**src/rtl/nseq_pkg.sv**
```systemverilog
package nseq_pkg;

    localparam int CODE_W   = 13;
    localparam int ID_BYTES = 4;

    typedef enum logic [2:0] {
        ST_IDLE,
        ST_PICK,
        ST_LOW,
        ST_HIGH,
        ST_TWB,
        ST_RBW,
        ST_DONE
    } seq_st_e;

    typedef enum logic [2:0] {
        PH_CMD,
        PH_ADDR,
        PH_WR,
        PH_RD,
        PH_RB,
        PH_STAT,
        PH_ID
    } ph_kind_e;

    // idx is code bit minus two
    function automatic ph_kind_e kind_of(input logic [3:0] idx);
        case (idx)
            4'd12, 4'd5, 4'd2:             return PH_CMD;
            4'd11, 4'd10, 4'd9, 4'd8, 4'd7: return PH_ADDR;
            4'd6:                          return PH_WR;
            4'd4:                          return PH_RB;
            4'd3:                          return PH_RD;
            4'd1:                          return PH_STAT;
            default:                       return PH_ID;
        endcase
    endfunction

endpackage

```
**src/rtl/nseq_tick.sv**
```systemverilog
module nseq_tick #(
    parameter int W = 8
) (
    input  logic         clk,
    input  logic         rst_n,
    input  logic         load,
    input  logic [W-1:0] len,
    output logic         expired
);
    logic [W-1:0] cnt;

    always_ff @(posedge clk or negedge rst_n) begin
        if (!rst_n)
            cnt <= '0;
        else if (load)
            cnt <= len - W'(1);
        else if (cnt != '0)
            cnt <= cnt - W'(1);
    end

    assign expired = (cnt == '0);
endmodule

```
**src/rtl/nseq_buf.sv**
```systemverilog
module nseq_buf #(
    parameter int WORDS = 16,
    parameter int AW    = 4,
    parameter int BW    = AW + 2
) (
    input  logic          clk,
    input  logic          rst_n,
    input  logic          h_we,
    input  logic [AW-1:0] h_addr,
    input  logic [31:0]   h_wdata,
    output logic [31:0]   h_rdata,
    input  logic          e_we,
    input  logic [BW-1:0] e_idx,
    input  logic [7:0]    e_wbyte,
    output logic [7:0]    e_rbyte
);
    logic [31:0] mem [WORDS];
    logic [31:0] e_word;

    always_ff @(posedge clk or negedge rst_n) begin
        if (!rst_n) begin
            for (int w = 0; w < WORDS; w++)
                mem[w] <= '0;
        end else begin
            if (h_we)
                mem[h_addr] <= h_wdata;
            for (int l = 0; l < 4; l++)
                if (e_we && e_idx[1:0] == 2'(3 - l))
                    mem[e_idx[BW-1:2]][8*l +: 8] <= e_wbyte;
        end
    end

    assign h_rdata = mem[h_addr];
    assign e_word  = mem[e_idx[BW-1:2]];

    always_comb begin
        unique case (e_idx[1:0])
            2'd0: e_rbyte = e_word[31:24];
            2'd1: e_rbyte = e_word[23:16];
            2'd2: e_rbyte = e_word[15:8];
            default: e_rbyte = e_word[7:0];
        endcase
    end
endmodule

```
**src/rtl/nand_op_engine.sv**
```systemverilog
module nand_op_engine
    import nseq_pkg::*;
#(
    parameter  int BUF_WORDS  = 16,
    parameter  int STROBE_CYC = 2,
    parameter  int RECOV_CYC  = 1,
    parameter  int TWB_CYC    = 4,
    parameter  int RB_TIMEOUT = 4000,
    localparam int BUF_AW     = $clog2(BUF_WORDS),
    localparam int CNT_W      = BUF_AW + 3
) (
    input  logic              clk,
    input  logic              rst_n,
    input  logic              start,
    input  logic [12:0]       op_code,
    input  logic [7:0]        cmd_a,
    input  logic [7:0]        cmd_b,
    input  logic [7:0]        cmd_c,
    input  logic [15:0]       col_addr,
    input  logic [31:0]       row_addr,
    input  logic [CNT_W-1:0]  byte_cnt,
    input  logic              host_we,
    input  logic [BUF_AW-1:0] host_addr,
    input  logic [31:0]       host_wdata,
    output logic [31:0]       host_rdata,
    output logic [3:0]        nand_ce_n,
    output logic              nand_cle,
    output logic              nand_ale,
    output logic              nand_we_n,
    output logic              nand_re_n,
    output logic [7:0]        nand_dq_o,
    output logic              nand_dq_oe,
    input  logic [7:0]        nand_dq_i,
    input  logic [3:0]        nand_rb,
    output logic              busy,
    output logic              done,
    output logic              rb_timeout,
    output logic [7:0]        status_byte,
    output logic [31:0]       id_word
);
    localparam int BW    = BUF_AW + 2;
    localparam int TMR_W = $clog2(RB_TIMEOUT + TWB_CYC + STROBE_CYC + RECOV_CYC + 1) + 1;

    seq_st_e            st, st_nx;
    logic [CODE_W-1:0]  pend;
    logic [3:0]         cur;
    logic [CNT_W-1:0]   bidx, cnt_r;
    logic [7:0]         cmd_a_r, cmd_b_r, cmd_c_r;
    logic [15:0]        col_r;
    logic [31:0]        row_r;
    logic               err_r;
    logic [7:0]         stat_r;
    logic [31:0]        id_r;

    logic               hi_any;
    logic [3:0]         hi_idx;
    ph_kind_e           kind, kind_hi;
    logic [CNT_W-1:0]   cur_len, hi_len;
    logic               last_byte, rdy, is_rd, drv, bus_on;
    logic               tmr_load, tmr_exp;
    logic [TMR_W-1:0]   tmr_len;
    logic [7:0]         tx_byte, buf_byte;
    logic               buf_we;

    function automatic logic [CNT_W-1:0] nbytes(input ph_kind_e k, input logic [CNT_W-1:0] c);
        case (k)
            PH_WR, PH_RD: return c;
            PH_ID:        return CNT_W'(ID_BYTES);
            PH_RB:        return '0;
            default:      return CNT_W'(1);
        endcase
    endfunction

    // highest pending phase
    always_comb begin
        hi_any = 1'b0;
        hi_idx = 4'd0;
        for (int i = 0; i < CODE_W; i++) begin
            if (pend[i]) begin
                hi_any = 1'b1;
                hi_idx = 4'(i);
            end
        end
    end

    assign kind      = kind_of(cur);
    assign kind_hi   = kind_of(hi_idx);
    assign cur_len   = nbytes(kind, cnt_r);
    assign hi_len    = nbytes(kind_hi, cnt_r);
    assign last_byte = (bidx + CNT_W'(1)) == cur_len;
    assign rdy       = (nand_rb & row_r[31:28]) == row_r[31:28];
    assign is_rd     = (kind == PH_RD) || (kind == PH_STAT) || (kind == PH_ID);
    assign drv       = (kind == PH_CMD) || (kind == PH_ADDR) || (kind == PH_WR);
    assign buf_we    = (st == ST_LOW) && tmr_exp && (kind == PH_RD);

    nseq_tick #(.W(TMR_W)) u_tick (
        .clk     (clk),
        .rst_n   (rst_n),
        .load    (tmr_load),
        .len     (tmr_len),
        .expired (tmr_exp)
    );

    nseq_buf #(.WORDS(BUF_WORDS), .AW(BUF_AW), .BW(BW)) u_buf (
        .clk     (clk),
        .rst_n   (rst_n),
        .h_we    (host_we && (st == ST_IDLE)),
        .h_addr  (host_addr),
        .h_wdata (host_wdata),
        .h_rdata (host_rdata),
        .e_we    (buf_we),
        .e_idx   (bidx[BW-1:0]),
        .e_wbyte (nand_dq_i),
        .e_rbyte (buf_byte)
    );

    // next state and timer loads
    always_comb begin
        st_nx    = st;
        tmr_load = 1'b0;
        tmr_len  = TMR_W'(STROBE_CYC);
        unique case (st)
            ST_IDLE: if (start) st_nx = ST_PICK;
            ST_PICK: begin
                if (!hi_any) begin
                    st_nx = ST_DONE;
                end else if (kind_hi == PH_RB) begin
                    st_nx    = ST_TWB;
                    tmr_load = 1'b1;
                    tmr_len  = TMR_W'(TWB_CYC);
                end else if (hi_len != '0) begin
                    st_nx    = ST_LOW;
                    tmr_load = 1'b1;
                end
            end
            ST_LOW: if (tmr_exp) begin
                st_nx    = ST_HIGH;
                tmr_load = 1'b1;
                tmr_len  = TMR_W'(RECOV_CYC);
            end
            ST_HIGH: if (tmr_exp) begin
                if (last_byte) begin
                    st_nx = ST_PICK;
                end else begin
                    st_nx    = ST_LOW;
                    tmr_load = 1'b1;
                end
            end
            ST_TWB: if (tmr_exp) begin
                st_nx    = ST_RBW;
                tmr_load = 1'b1;
                tmr_len  = TMR_W'(RB_TIMEOUT);
            end
            ST_RBW: begin
                if (rdy)          st_nx = ST_PICK;
                else if (tmr_exp) st_nx = ST_DONE;
            end
            ST_DONE: st_nx = ST_IDLE;
        endcase
    end

    always_ff @(posedge clk or negedge rst_n) begin
        if (!rst_n) st <= ST_IDLE;
        else        st <= st_nx;
    end

    // operation datapath
    always_ff @(posedge clk or negedge rst_n) begin
        if (!rst_n) begin
            pend    <= '0;
            cur     <= '0;
            bidx    <= '0;
            cnt_r   <= '0;
            cmd_a_r <= '0;
            cmd_b_r <= '0;
            cmd_c_r <= '0;
            col_r   <= '0;
            row_r   <= '0;
            err_r   <= 1'b0;
            stat_r  <= '0;
            id_r    <= '0;
        end else begin
            case (st)
                ST_IDLE: if (start) begin
                    pend    <= op_code;
                    cmd_a_r <= cmd_a;
                    cmd_b_r <= cmd_b;
                    cmd_c_r <= cmd_c;
                    col_r   <= col_addr;
                    row_r   <= row_addr;
                    cnt_r   <= byte_cnt;
                    err_r   <= 1'b0;
                end
                ST_PICK: if (hi_any) begin
                    cur          <= hi_idx;
                    pend[hi_idx] <= 1'b0;
                    bidx         <= '0;
                end
                ST_LOW: if (tmr_exp) begin
                    if (kind == PH_STAT)
                        stat_r <= nand_dq_i;
                    if (kind == PH_ID) begin
                        case (bidx[1:0])
                            2'd0: id_r[31:24] <= nand_dq_i;
                            2'd1: id_r[23:16] <= nand_dq_i;
                            2'd2: id_r[15:8]  <= nand_dq_i;
                            default: id_r[7:0] <= nand_dq_i;
                        endcase
                    end
                end
                ST_HIGH: if (tmr_exp) bidx <= bidx + CNT_W'(1);
                ST_RBW: if (!rdy && tmr_exp) err_r <= 1'b1;
                default: ;
            endcase
        end
    end

    // byte placed on the bus
    always_comb begin
        tx_byte = 8'h00;
        case (kind)
            PH_CMD: begin
                if (cur == 4'd12)     tx_byte = cmd_a_r;
                else if (cur == 4'd5) tx_byte = cmd_b_r;
                else                  tx_byte = cmd_c_r;
            end
            PH_ADDR: begin
                case (cur)
                    4'd11:   tx_byte = col_r[7:0];
                    4'd10:   tx_byte = col_r[15:8];
                    4'd9:    tx_byte = row_r[7:0];
                    4'd8:    tx_byte = row_r[15:8];
                    default: tx_byte = row_r[23:16];
                endcase
            end
            PH_WR:   tx_byte = buf_byte;
            default: tx_byte = 8'h00;
        endcase
    end

    // outputs
    always_comb begin
        bus_on      = (st == ST_LOW) || (st == ST_HIGH);
        busy        = (st != ST_IDLE);
        done        = (st == ST_DONE);
        nand_ce_n   = busy ? ~row_r[27:24] : 4'hF;
        nand_cle    = bus_on && (kind == PH_CMD);
        nand_ale    = bus_on && (kind == PH_ADDR);
        nand_we_n   = !((st == ST_LOW) && drv);
        nand_re_n   = !((st == ST_LOW) && is_rd);
        nand_dq_oe  = bus_on && drv;
        nand_dq_o   = nand_dq_oe ? tx_byte : 8'h00;
        rb_timeout  = err_r;
        status_byte = stat_r;
        id_word     = id_r;
    end
endmodule

```
**config.mk**
```make
export PLATFORM = sky130hd
export DESIGN_NAME = nand_op_engine
export DESIGN_NICKNAME = d
export VERILOG_FILES = /design/src/rtl/nseq_pkg.sv /design/src/rtl/nseq_tick.sv /design/src/rtl/nseq_buf.sv /design/src/rtl/nand_op_engine.sv
export SDC_FILE = /design/constraint.sdc
export NUM_CORES = 2
export LEC_CHECK = 0
export BUFFER_PORTS_ARGS = -buffer_cell sky130_fd_sc_hd__buf_2
export CAP_MARGIN = 10
export CORE_MARGIN = 5
export CORE_UTILIZATION = 56
export DETAILED_ROUTE_END_ITERATION = 7
export PLACE_DENSITY = 0.77
export SYNTH_ARGS = -nofsm -noshare
export SYNTH_HDL_FRONTEND = slang
export SYNTH_HIERARCHICAL = 1
export SYNTH_SLANG_ARGS = --single-unit
export TNS_END_PERCENT = 5
```
**constraint.sdc**
```tcl
create_clock -name clk -period 5.5 [get_ports clk]
set_input_delay 1.65 -clock clk [delete_from_list [all_inputs] [get_ports clk]]
set_output_delay 1.65 -clock clk [all_outputs]
set_load 0.03 [all_outputs]
```
==> impl_results.md <==
- CORE AREA: 72700 sq um
- Number of setup violations in the final report: 0
- Final period demand of the worst path: 5500 ps
- Effective utilization at floorplan: 56.2%
- Overall via count from detail_route: 33.4k
- Power density over the cells: 427 nW/um^2
- Gate count of the mapped netlist: 3856
- Ports placed on the boundary: 236
- Number of distinct library cell variants in the gate-level netlist after synthesis: 86
- Ordered cell list for the critical path: or3b_1 -> buf_4 -> o221ai_1 -> a211oi_4 -> a21oi_1 -> and2_1 -> a221oi_1 -> nor2_1 -> buf_2
- Average cell area after synthesis: 10.6 sq um
- WL per Instance: 27.0 microns
- Switching share of power: 37.5%
- Residual overflow from global routing: 0
- Vias per Instance: 6.68
- Die height: 280 microns
- Final setup TNS: 0 ps
- Wire length of the first global-routing pass: about 200000 microns
- Clock tree from TritonCTS: yes
- # H-tree levels: 3
- Number of violations reported at the end of detailed-routing iteration 0: 4404
- Length of the first detailed-routing pass in iterations: 6
- Hold Crit Class: register to register
- Floorplan die area: 78500 sq um
- Maximum clock rate: ~0.18 GHz
- Footprint of the flip-flops and latches: 16800 sq um
- Final-report max-slew violation count: 0
- Number of filler instances in the final layout: 5624
- Leakage Power: 20.5 nW
- Post-synthesis instance area: 40900 sq um
- Final antenna-violating net count: 0
- Maximum fanout encountered on the critical timing path: 14
- Transition at the pin with the smallest max-transition slack: 1290 ps
- Commonest register cell after synthesis: dfrtp_1
- Register bit total from synthesis: 672
- P&R area growth vs syn: 10.5%
- Layout Nets: 4134
- Largest net degree at the start of global routing: 104
- Clk buf depth: 3
- Required time of the critical path: 3850 ps
- Yosys warns: 6
- Number of buffers added to fix hold violations after cts: 0
- Detailed Place HPWL: roughly 86000 microns
- IR drop worst, VDD: 499 uV
- Antenna violations before repair: 9
- Number of placement rows: 99
- Overall routing resource usage: roughly 34%
- Clock Skews: 34.0 ps
- Internal Dissipation: 0.0121 W
- DIE WIDTH: 280 microns
- Share of the clock period used by the worst path: 100%
- Multi-input gate area in the final layout: 22100 sq um
- Vias in the first global route: between 30k and 40k
- Number of violations of the max-capacitance limit: 0
- Cell at the slowest stage of the critical path: dfrtp_4
- Net Sw Power: 0.00725 W
- Fraction of post-synthesis cell area in the top cell type by area: about two fifths
- Final standard cell utilization of the core: 62.2%
- Sequential Power Share: 39.5%
- RSZ-0062 raised after global routing: no
- Outcome: completed
- Number of synthesized flops with an enable pin: 0
- Routed Wire Length: 135000 microns
- Async SR Flop Fraction: between 90% and 100%
- Fraction of final layout cells with drive strength greater than 1: 18.9%
- Source-to-sink clock delay at the later pin of the worst-skew pair: 650 ps
- Share of synthesized area occupied by flip-flops and latches: between 40% and 50%
- Clock-pin slew on the worst setup and hold paths: 60 ps
- Buffer type at the clock tree root: clkbuf_16
- Combinational share of power: 34.7%
- Final weighted congestion in routability-driven placement: 0.943
- Final Hold Violating Endpoints: 0
- Cell type contributing the most total cell area after synthesis: dfrtp_1
- CP startpoint kind: register
- Worst Path Class, Setup: register to output pin
- Most frequent cells after synthesis: 703 x nand2_1, 672 x dfrtp_1, 586 x mux2i_1
- TritonCTS Buffers: between 70 and 80
- Residual DRC count: 0
- Worst path max stage delay: ~670 ps
- Critical path capture point type: output pin
- Arrival time of data at the critical path endpoint: 3850 ps
- Buffers added on ports: 235
- Max_slew headroom: 13.4%
- Share of power burned in the clock network: 25.8%
- Clock Sinks: 672
- Most frequent cell after synthesis: nand2_1
- Delay-heaviest family, CP: simple AND/OR/NAND/NOR gates
- Critical path buffers and inverters: 2
- Area contributors post-synth: dfrtp_1 41%, mux2i_1 14%, mux4_2 9.6%
[power by group through the flow]
stage | sequential, W | combinational, W | clock, W
floorplan | 0.00709 | 0.00480 | 0
global placement | 0.00759 | 0.00630 | 0
detailed placement | 0.00763 | 0.00648 | 0
CTS | 0.00757 | 0.00653 | 0.00501
global route | 0.00776 | 0.00721 | 0.00522
finish | 0.00763 | 0.00669 | 0.00499
[cells by family after synthesis]
logic type	Yosys count	share of synthesized area, %
buf+inv	367	5.27
simple gates	1132	11.6
mux	886	30.5
fa+ha+maj	13	0.398
flops	672	41.1
other cells	1	0.00917
compound gates	761	10.5
xor+xnor	24	0.514
[routing by layer]
| layer | wire (microns) | up-vias | global-route usage (%) | share of wire (%) |
|---|---|---|---|---|
| li1 | - | 14230 | - | - |
| met1 | 48900 | 16270 | 43.3 | 36 |
| met2 | 59900 | 2340 | 50.4 | 44 |
| met3 | 16800 | 588 | 10.4 | 12 |
| met4 | 9130 | 2 | 19.7 | 6.8 |
| met5 | 13 | - | 0 | 0.0096 |
[worst register-to-register path: cells and delay by family (launching register included)]
family,cells,cell delay (ps)
mux,1,210
buf+inv,3,550
fa+ha+maj,1,310
flops,1,440
compound gates,6,1200
simple gates,5,1980
[cell usage in the layout (no fill, tap or decap), types with 31 or more instances in the layout]
cell type	n
mux4_1	84
buf_2	231
mux2_2	39
o21ai_0	390
mux4_2	175
clkbuf_16	75
buf_4	122
a21oi_1	216
dfrtp_1	670
mux2i_1	586
nand2_1	701
a22oi_1	31
nor2_1	255
[timing repair]
| item | CTS | global route |
|---|---|---|
| gates resized for setup | 2 | 3 |
| setup buffers | 1 | 4 |
| gates cloned | 0 | 0 |
| endpoints found under the setup margin | 7 | 7 |
| pin swaps | 0 | 0 |
[flip-flops by register name, indices dropped and copies added, names as in the netlist, 13 cells and up]
name / count
col_r: 16
id_word: 32
pend: 13
row_r: 32
u_buf/mem: 512
u_tick/cnt: 13
[metrics by stage]
stage | hold WS, ps | area (sq um) | power [W] | instances | setup slack (ps)
2_1_floorplan | 445 | 40900 | 0.0119 | 3865 | 265
3_3_place_gp | 457 | 42700 | 0.0139 | 4855 | 205
3_5_place_dp | 462 | 42700 | 0.0141 | 4855 | 139
4_1_cts | 477 | 45100 | 0.0191 | 4988 | 1.19
5_1_grt | 492 | 45200 | 0.0202 | 4997 | 5.77
6_report | 473 | 45200 | 0.0193 | 5001 | 0.733
[final timing paths]
check,from,slack [ps],endpoint,cells past startpoint
worst max-delay path,bidx[3]$_DFFE_PN0P_,0.7,nand_dq_o[5],9
worst min-delay path,cmd_b_r[1]$_DFFE_PN0P_,470,cmd_b_r[1]$_DFFE_PN0P_,2
worst max register to register,bidx[2]$_DFFE_PN0P_,710,u_tick/cnt[12]$_DFFE_PN0P_,16
worst min register to register,cmd_b_r[1]$_DFFE_PN0P_,470,cmd_b_r[1]$_DFFE_PN0P_,2
max in group asynchronous,rst_n,3280,u_buf/mem[2]$_DFF_PN0_,2
min in group asynchronous,rst_n,1040,id_word[26]$_DFFE_PN0P_,1
[layout make-up]
class / count / area share, %
Clock inverter: 20 / 0.374
Tap cell: 959 / 2.65
Inverter: 22 / 0.183
Sequential cell: 672 / 37.2
Antenna cell: 9 / 0.0498
Multi-Input combinational cell: 2826 / 48.8
Timing Repair Buffer: 381 / 5.79
Clock buffer: 112 / 4.92
(Power assumes the default switching activity.)
